$ cat src/rtl/vlq_pkg.sv
package vlq_pkg;
   // Number of encoded bytes needed for a value of val_w bits in grp_w-bit groups
   function automatic int unsigned grp_count(int unsigned val_w, int unsigned grp_w);
      return (val_w + grp_w - 1) / grp_w;
   endfunction
endpackage

$ cat src/rtl/vlq_enc.sv
module vlq_enc #(
   parameter int unsigned VAL_W = 16,
   parameter int unsigned GRP_W = 7
) (
   input  logic               clk,
   input  logic               rst_n,
   input  logic               in_valid,
   output logic               in_ready,
   input  logic [VAL_W-1:0]   in_value,
   output logic               out_valid,
   input  logic               out_ready,
   output logic [GRP_W:0]     out_data,
   output logic               out_last
);
   import vlq_pkg::*;
   localparam int unsigned NBYTES = grp_count(VAL_W, GRP_W);
   localparam int unsigned IDX_W  = $clog2(NBYTES);

   if (GRP_W < 1 || VAL_W <= GRP_W) begin : g_bad_cfg
      $error("vlq_enc: VAL_W must exceed GRP_W >= 1");
   end

   logic [VAL_W-1:0] rem_q;
   logic [IDX_W-1:0] idx_q;
   logic             busy_q;
   logic             more;

   assign more      = (idx_q != IDX_W'(NBYTES - 1)) && ((rem_q >> GRP_W) != '0);
   assign out_valid = busy_q;
   assign out_data  = {more, rem_q[GRP_W-1:0]};
   assign out_last  = ~more;
   assign in_ready  = ~busy_q;

   always_ff @(posedge clk) begin
      if (!rst_n) begin
         rem_q  <= '0;
         idx_q  <= '0;
         busy_q <= 1'b0;
      end else if (!busy_q) begin
         if (in_valid) begin
            rem_q  <= in_value;
            idx_q  <= '0;
            busy_q <= 1'b1;
         end
      end else if (out_ready) begin
         if (!more) begin
            busy_q <= 1'b0;
         end else begin
            rem_q <= rem_q >> GRP_W;
            idx_q <= idx_q + 1'b1;
         end
      end
   end


   enc_hold_chk: assert property (@(posedge clk) disable iff (!rst_n)
      out_valid && !out_ready |=> out_valid && $stable(out_data) && $stable(out_last));

   enc_busy_chk: assert property (@(posedge clk) disable iff (!rst_n)
      in_valid && in_ready |=> out_valid && !in_ready);

   enc_release_chk: assert property (@(posedge clk) disable iff (!rst_n)
      out_valid && out_ready && out_last |=> in_ready);
endmodule

$ cat src/rtl/vlq_dec.sv
module vlq_dec #(
   parameter int unsigned VAL_W = 16,
   parameter int unsigned GRP_W = 7
) (
   input  logic               clk,
   input  logic               rst_n,
   input  logic               in_valid,
   output logic               in_ready,
   input  logic [GRP_W:0]     in_data,
   output logic               out_valid,
   input  logic               out_ready,
   output logic [VAL_W-1:0]   out_value,
   output logic               out_err
);
   import vlq_pkg::*;
   localparam int unsigned NBYTES = grp_count(VAL_W, GRP_W);
   localparam int unsigned IDX_W  = $clog2(NBYTES);
   localparam int unsigned LAST_W = VAL_W - GRP_W * (NBYTES - 1);
   localparam int unsigned WIDE_W = NBYTES * GRP_W;
   localparam logic [GRP_W-1:0] LAST_MASK = GRP_W'((1 << LAST_W) - 1);

   if (GRP_W < 1 || VAL_W <= GRP_W) begin : g_bad_cfg
      $error("vlq_dec: VAL_W must exceed GRP_W >= 1");
   end

   logic [VAL_W-1:0]  acc_q;
   logic [IDX_W-1:0]  idx_q;
   logic              final_byte;
   logic              bad_top;
   logic [GRP_W-1:0]  payload;
   logic [WIDE_W-1:0] merged;

   assign final_byte = (idx_q == IDX_W'(NBYTES - 1));

   // Bits above the final group must be clear in the last byte
   if (LAST_W < GRP_W) begin : g_narrow_last
      assign bad_top = |in_data[GRP_W:LAST_W];
   end else begin : g_full_last
      assign bad_top = in_data[GRP_W];
   end

   always_comb begin
      payload = final_byte ? (in_data[GRP_W-1:0] & LAST_MASK) : in_data[GRP_W-1:0];
      merged  = WIDE_W'(acc_q) | (WIDE_W'(payload) << (int'(idx_q) * GRP_W));
   end

   assign in_ready = ~out_valid;

   always_ff @(posedge clk) begin
      if (!rst_n) begin
         acc_q     <= '0;
         idx_q     <= '0;
         out_valid <= 1'b0;
         out_value <= '0;
         out_err   <= 1'b0;
      end else if (out_valid) begin
         if (out_ready) out_valid <= 1'b0;
      end else if (in_valid) begin
         if (final_byte || !in_data[GRP_W]) begin
            out_valid <= 1'b1;
            out_value <= merged[VAL_W-1:0];
            out_err   <= final_byte && bad_top;
            acc_q     <= '0;
            idx_q     <= '0;
         end else begin
            acc_q <= merged[VAL_W-1:0];
            idx_q <= idx_q + 1'b1;
         end
      end
   end


   dec_hold_chk: assert property (@(posedge clk) disable iff (!rst_n)
      out_valid && !out_ready |=> out_valid && $stable(out_value) && $stable(out_err) && !in_ready);

   dec_end_chk: assert property (@(posedge clk) disable iff (!rst_n)
      in_valid && in_ready && !in_data[GRP_W] |=> out_valid);

   dec_free_chk: assert property (@(posedge clk) disable iff (!rst_n)
      out_valid && out_ready |=> in_ready);
endmodule

$ cat src/rtl/vlq_codec.sv
module vlq_codec #(
   parameter int unsigned VAL_W = 16,
   parameter int unsigned GRP_W = 7
) (
   input  logic             clk,
   input  logic             rst_n,
   input  logic             enc_in_valid,
   output logic             enc_in_ready,
   input  logic [VAL_W-1:0] enc_in_value,
   output logic             enc_byte_valid,
   input  logic             enc_byte_ready,
   output logic [GRP_W:0]   enc_byte_data,
   output logic             enc_byte_last,
   input  logic             dec_byte_valid,
   output logic             dec_byte_ready,
   input  logic [GRP_W:0]   dec_byte_data,
   output logic             dec_out_valid,
   input  logic             dec_out_ready,
   output logic [VAL_W-1:0] dec_out_value,
   output logic             dec_out_err
);
   vlq_enc #(.VAL_W(VAL_W), .GRP_W(GRP_W)) u_enc (
      .clk(clk), .rst_n(rst_n),
      .in_valid(enc_in_valid), .in_ready(enc_in_ready), .in_value(enc_in_value),
      .out_valid(enc_byte_valid), .out_ready(enc_byte_ready),
      .out_data(enc_byte_data), .out_last(enc_byte_last)
   );

   vlq_dec #(.VAL_W(VAL_W), .GRP_W(GRP_W)) u_dec (
      .clk(clk), .rst_n(rst_n),
      .in_valid(dec_byte_valid), .in_ready(dec_byte_ready), .in_data(dec_byte_data),
      .out_valid(dec_out_valid), .out_ready(dec_out_ready),
      .out_value(dec_out_value), .out_err(dec_out_err)
   );


   rst_idle_chk: assert property (@(posedge clk)
      $past(!rst_n) && !rst_n |=> !enc_byte_valid && !dec_out_valid);
endmodule

$ cat config.mk
export PLATFORM = sky130hd
export DESIGN_NAME = vlq_codec
export DESIGN_NICKNAME = d
export VERILOG_FILES = /design/src/rtl/vlq_pkg.sv /design/src/rtl/vlq_enc.sv /design/src/rtl/vlq_dec.sv /design/src/rtl/vlq_codec.sv
export SDC_FILE = /design/constraint.sdc
export NUM_CORES = 1
export LEC_CHECK = 0
export BUFFER_PORTS_ARGS = -buffer_cell sky130_fd_sc_hd__buf_4
export CORE_AREA = 4 4 69 71
export CTS_BUF_LIST = sky130_fd_sc_hd__clkbuf_4
export DETAILED_ROUTE_END_ITERATION = 7
export DIE_AREA = 0 0 73 75
export PLACE_DENSITY = 0.81
export SETUP_SLACK_MARGIN = 0.2
export SYNTH_ARGS = -nofsm -noshare
export SYNTH_HDL_FRONTEND = slang
export SYNTH_SLANG_ARGS = --single-unit
$ cat constraint.sdc
create_clock -name clk -period 2.2 [get_ports clk]
set_clock_uncertainty 0.15 [all_clocks]
set_input_delay 0.22 -clock clk [delete_from_list [all_inputs] [get_ports clk]]
set_output_delay 0.22 -clock clk [all_outputs]
set_load 0.1 [all_outputs]
# After elaboration in Yosys (flattened, before gate mapping)
# Index checks and enable logic that the tools add are counted.
[totals]
in_bits = 30
register_bits = 55
[op_classes]
shift = 1
n_mul = 1
eq_ne = 4
n_addsub = 2
bitwise_logic = 4
muxes = 19
reduce_logical = 10
[ops]
columns = ["op", "n"]
rows = [
  ["two-way mux 16 bit", 5],
  ["OR 16 bit", 1],
  ["nonzero test 16 bit", 1],
  ["<< shifter 7 x 5 -> 16 bit", 1],
  ["two-way mux 2 bit", 5],
  ["two-way mux 1 bit", 8],
  ["two-way mux 7 bit", 1],
  ["inequality test 2 bit, second input constant", 3],
  ["AND reduction 3 bit", 2],
  ["OR reduction 6 bit", 1],
  ["multiplier 2 x 3 -> 5 bit, second input constant", 1],
  ["adder 2 x 1 -> 2 bit, second input constant", 2],
  ["NOT 1 bit", 3],
  ["== test 2 bit, second input constant", 1],
  ["logical AND 1 bit", 2],
  ["AND reduction 2 bit", 1],
  ["nonzero test 2 bit", 1],
  ["logical NOT 1 bit", 1],
  ["logical OR 1 bit", 1],
]

# Depth between registers and ports, before layout
[logic_depth]
ltp_word = 5
ltp_mapped = 8
depth_no_buf = 6

# Modules after synthesis
# Synthesis repeated with hierarchy kept, for this count alone.
[hier_totals]
cells_unflattened = 239
hier_area_um2 = 2303.5
[by_module_without_submodules]
columns = ["module", "cells_each", "instances", "seq_area_each_um2", "area_per_inst_um2"]
rows = [
  ["vlq_dec", 133, 1, 720.7, 1356.3],
  ["vlq_enc", 106, 1, 380.4, 947.2],
]

# Worst setup path after synthesis
# Ideal clock, no wire load.
[synth_timing]
path_kind = "reg2out"
startpoint = "register u_enc.busy_q (netlist: u_enc.out_valid)"
endpoint = "output enc_in_ready"
path_stages_with_launch = 4
arrival_ps = 2137
t_required_ps = 1830
setup_slack_ps = -307
path_cell_list = "dfxtp_1 -> buf_2 -> clkbuf_1 -> inv_1"
[synth_between]
elab_chain_cells = 1
[synth_rtl]
columns = ["item", "line", "text"]
rows = [
  ["start: declaration", "vlq_enc.sv:25", "logic busy_q;"],
  ["start signal: assignment", "vlq_enc.sv:38", "busy_q <= 1'b0;"],
  ["start signal: assignment", "vlq_enc.sv:43", "busy_q <= 1'b1;"],
  ["start signal: assignment", "vlq_enc.sv:47", "busy_q <= 1'b0;"],
  ["NOT 1 bit", "vlq_enc.sv:32", "assign in_ready = ~busy_q;"],
  ["end: declaration", "vlq_codec.sv:8", "output logic enc_in_ready,"],
]
# No other way between the ends.

# Worst setup path after layout
[layout_timing]
startpoint = "register u_enc.idx_q[0]"
endpoint = "register u_enc.busy_q (netlist: u_enc.out_valid)"
[layout_between]
elab_chain_cells = 5
[layout_rtl]
columns = ["item", "line", "text"]
rows = [
  ["start: declaration", "vlq_enc.sv:24", "logic [IDX_W-1:0] idx_q;"],
  ["start signal: assignment", "vlq_enc.sv:50", "idx_q <= idx_q + 1'b1;"],
  ["inequality test 2 bit", "vlq_enc.sv:28", "assign more = (idx_q != IDX_W'(NBYTES - 1)) && ((rem_q >> GRP_W) != '0);"],
  ["logical AND 1 bit", "vlq_enc.sv:28", ""],
  ["two-way mux 1 bit", "vlq_enc.sv:46", "if (!more) begin"],
  ["two-way mux 1 bit", "vlq_enc.sv:45", "end else if (out_ready) begin"],
  ["two-way mux 1 bit", "vlq_enc.sv:39", "end else if (!busy_q) begin"],
]
# No other way between the ends.
# A chain may end at the register's enable or synchronous reset.

==> flow_summary.yaml <==
setup_path:
  critical_path.n_buffers_inverters: 3
  slowest_stage: "sky130_fd_sc_hd__dlygate4sd3_1"
  worst-path-stages: 6
  critical_path_capture_point: "u_enc.out_valid$_SDFF_PN0_"
  crit_path_max_fanout: 2
  critical_path.top_delay_family: "buffers and inverters"
  setup.worst_path.start_class: "register"
  critical_path_class: "reg2reg"
  worst_ep_arrival_ns: 2.09
  worst-endpoint-required_ns: 2.35
  worst_r2r_path_depth: 6
  r2r-end: "u_enc.out_valid$_SDFF_PN0_"
  worstPathCellList: "inv_1 > ha_1 > a31oi_1 > inv_1 > a31oi_1 > dlygate4sd3_1"
  setup.worst_path.end_class: "register"
  worst_r2r_setup_slack_ns: 0.26
  critical-path-max-stage-delay_ns: 0.58
  worstSetupStartpoint: "u_enc.idx_q[0]$_SDFFE_PN0P_"
  rr_startpoint: "u_enc.idx_q[0]$_SDFFE_PN0P_"
timing:
  tightest_slew_ns: 0.370
  final_max_slew_viol_count: 0
  setup_viols_final: 0
  grt_setup_unrepaired: "yes"
  slew_headroom_pct: 75.2
  timing.final.crit_share_pct: 88.2
  final_period_minus_worst_setup_slack_ns: 1.94
  finalSetupTns_ns: 0
  maxClockFrequency_ghz: 0.515
  layout_setup_ws_ns: 0.260
  timing_hold_violations_final: 0
flow_run:
  maxCapViolations: 0
cells_and_area:
  final_design_area_no_fill_um2: 2910
  layout_common_cells: "67 x sky130_fd_sc_hd__buf_4, 53 x sky130_fd_sc_hd__dfxtp_1, 35 x sky130_fd_sc_hd__a21oi_1"
  final_layout_size_suffix_gt1_share_pct: 26.1
  n_antenna_cell: 0
  syn2layout_area_growth_pct: 32.8
  most_common_cell_after_layout_fill_and_taps_aside: "sky130_fd_sc_hd__buf_4"
  number_of_filler_cells_placed_in_the_layout: 333
  finish.net_count: 342
clock_tree:
  tritoncts: "done"
  cts.sink_count: 55
  post_cts_setup_buffers: 0
  clock_network_latency_to_the_later_pin_of_the_worst_skew_pair_ns: 0.36
  clock_path_buffers: 2
  clock_tree.root_cell: "sky130_fd_sc_hd__clkbuf_4"
  ctsHtreeMaxLevel: 2
  clk_pin_slew_worst_paths_ns: 0.14
  cts-buffers-inserted: 5
placed_design:
  dpl.hpwl_um: 3610
  setup_slack_after_placement_ns: 0.268
  placed_cell_area_um2: 2630
  finalWeightedCongestion: 0.790
  portBuffers: 59
grt:
  grt_pass1_vias: 1934
  grt_antenna_before_repair: 0
  grt_util_all_layers_pct: 20.3
  grt_start_max_net_pins: 34
  wire_length_of_the_first_global_routing_pass_um: 8840
  globalRoute.totalOverflow: 0
yosys:
  synthesis.instances: 237
  synthArstFlopShare_pct: 0
  synthesis.nets: 269
  synth-seq-cells: 55
  synth_area_per_cell_um2: 9.24
  yosysUniqueCellTypes: 30
  synth_enable_flop_cells: 0
  ys_seq_area_share_pct: 50.3
  cell_area_after_technology_mapping_um2: 2190
  synthFlopType: "sky130_fd_sc_hd__dfxtp_1"
  yosys_warnings: 0
route:
  totalWireLength_um: 5260
  antenna_violating_nets_post_route: 0
  detailedRoute.firstIterationViolations: 100
  via_per_inst: 5.46
  wire_per_inst_um: 14.5
  drt_first_pass_iters: 4
  vias: 1976
  drc_errors: 0
die:
  floorplan.die_area_um2: 5480
  initial_utilization_pct: 51.7
  die_w_um: 73
  core_area_um2: 4230
  std_cell_rows: 24
  die_h_um: 75
  num_io_pins: 60
pwr:
  power_switching_share_pct: 37.2
  seq_power_share_pct: 49.8
  power.switching_w: 0.000826
  cellLeakagePower_nw: 1.20
  ir_drop_uv: 574
  power.combinational.fraction_pct: 32.3
  power.share.clock_pct: 17.9
  cellInternalPower_w: 0.00139
  p_per_area_nw_per_um2: 762
outcome:
  outcome: "finished, final reports clean"
hold_path:
  holdCritPathClass: "in2reg"
what timing repair did:
action / CTS / global route
endpoints found under the setup margin: 0 / 22
gates resized for setup: 0 / 5
hold buffers: 22 / 0
endpoints found under the hold margin: 33 / 0
flip-flops by register name (all words and copies together), names as in the netlist:
name,count
u_dec.out_valid,1
u_enc.rem_q,16
u_enc.out_valid,1
u_enc.idx_q,2
u_dec.out_value,16
u_dec.idx_q,2
u_dec.out_err,1
u_dec.acc_q,16
cells by family (layout without fill, tap and decap cells):
family	count (synthesis)	after routing	share of synthesized area (%)
mux	9	9	4.11
fa+ha+maj	2	2	1.14
buf+inv	30	103	7.31
compound gates	82	82	23.7
flops	55	55	50.3
simple gates	58	58	13.1
xor+xnor	1	1	0.400
metrics by stage:
step                power (W)  std cells  hold WS, ns  util (%)
floorplan             0.00165        237        0.171         -
detailed placement    0.00180        333        0.272      62.1
global placement      0.00179        333        0.272      62.1
finish                0.00222        362      0.00727      68.7
CTS                   0.00223        362     0.000412      68.4
global route          0.00232        362      0.00480      68.7
metal layers:
layer	global-route usage [%]	vias up	share of wire (%)
met4	7.58	0	1.4
met3	5.61	8	7.6
met5	0	-	0
met2	34.4	65	49
li1	-	990	-
met1	24.5	913	42
worst register-to-register path: stages (launching register included):
cell                            delay [ns]
sky130_fd_sc_hd__dfxtp_1              0.36
sky130_fd_sc_hd__inv_1                0.06
sky130_fd_sc_hd__ha_1                 0.19
sky130_fd_sc_hd__a31oi_1              0.25
sky130_fd_sc_hd__inv_1                0.12
sky130_fd_sc_hd__a31oi_1              0.18
sky130_fd_sc_hd__dlygate4sd3_1        0.58
power groups by stage:
stage	logic (W)	registers (W)	clock network [W]
3_3_place_gp	0.000671	0.00112	0
4_1_cts	0.000710	0.00110	0.000414
5_1_grt	0.000760	0.00111	0.000449
6_report	0.000716	0.00110	0.000397
3_5_place_dp	0.000677	0.00112	0
2_1_floorplan	0.000418	0.00124	0
how the worst min path moves through the flow:
| stage | startpoint | endpoint | slack, ns | depth (start not counted) |
|---|---|---|---|---|
| after floorplan | enc_byte_ready | u_enc.out_valid$_SDFF_PN0_ | 0.17 | 1 |
| after global placement | enc_byte_ready | u_enc.out_valid$_SDFF_PN0_ | 0.27 | 2 |
| after detailed placement | enc_byte_ready | u_enc.out_valid$_SDFF_PN0_ | 0.27 | 2 |
| after CTS | enc_in_value[8] | u_enc.rem_q[8]$_SDFFE_PN0P_ | 0.0004 | 3 |
| after global routing | enc_in_value[1] | u_enc.rem_q[1]$_SDFFE_PN0P_ | 0.005 | 3 |
| final | enc_in_value[2] | u_enc.rem_q[2]$_SDFFE_PN0P_ | 0.007 | 3 |
cells in the mapped netlist, drive strengths merged, types with 4 or more instances:
cell      n  area share, %
dfxtp    55             50
a21oi    35            8.0
nor2     21            3.6
o2bb2ai  16            6.4
buf      12            4.2
clkbuf   12            2.1
nand2    12            2.1
o21ai    10            2.5
o31ai    10            3.4
mux2i     9            4.1
nand3     8            1.8
a31oi     7            2.0
inv       6            1.0
nor3      4           0.91
cell type report:
cell class / instances / area (µm²) / area share [%]
Tap cell: 52 / 65.1 / 2.24
Clock inverter: 2 / 8.76 / 0.301
Sequential cell: 55 / 1100 / 37.9
Multi-Input combinational cell: 152 / 937 / 32.2
Clock buffer: 5 / 37.5 / 1.29
Inverter: 6 / 22.5 / 0.774
Timing Repair Buffer: 90 / 734 / 25.2
Note: power is estimated with default switching activity, not from simulation.
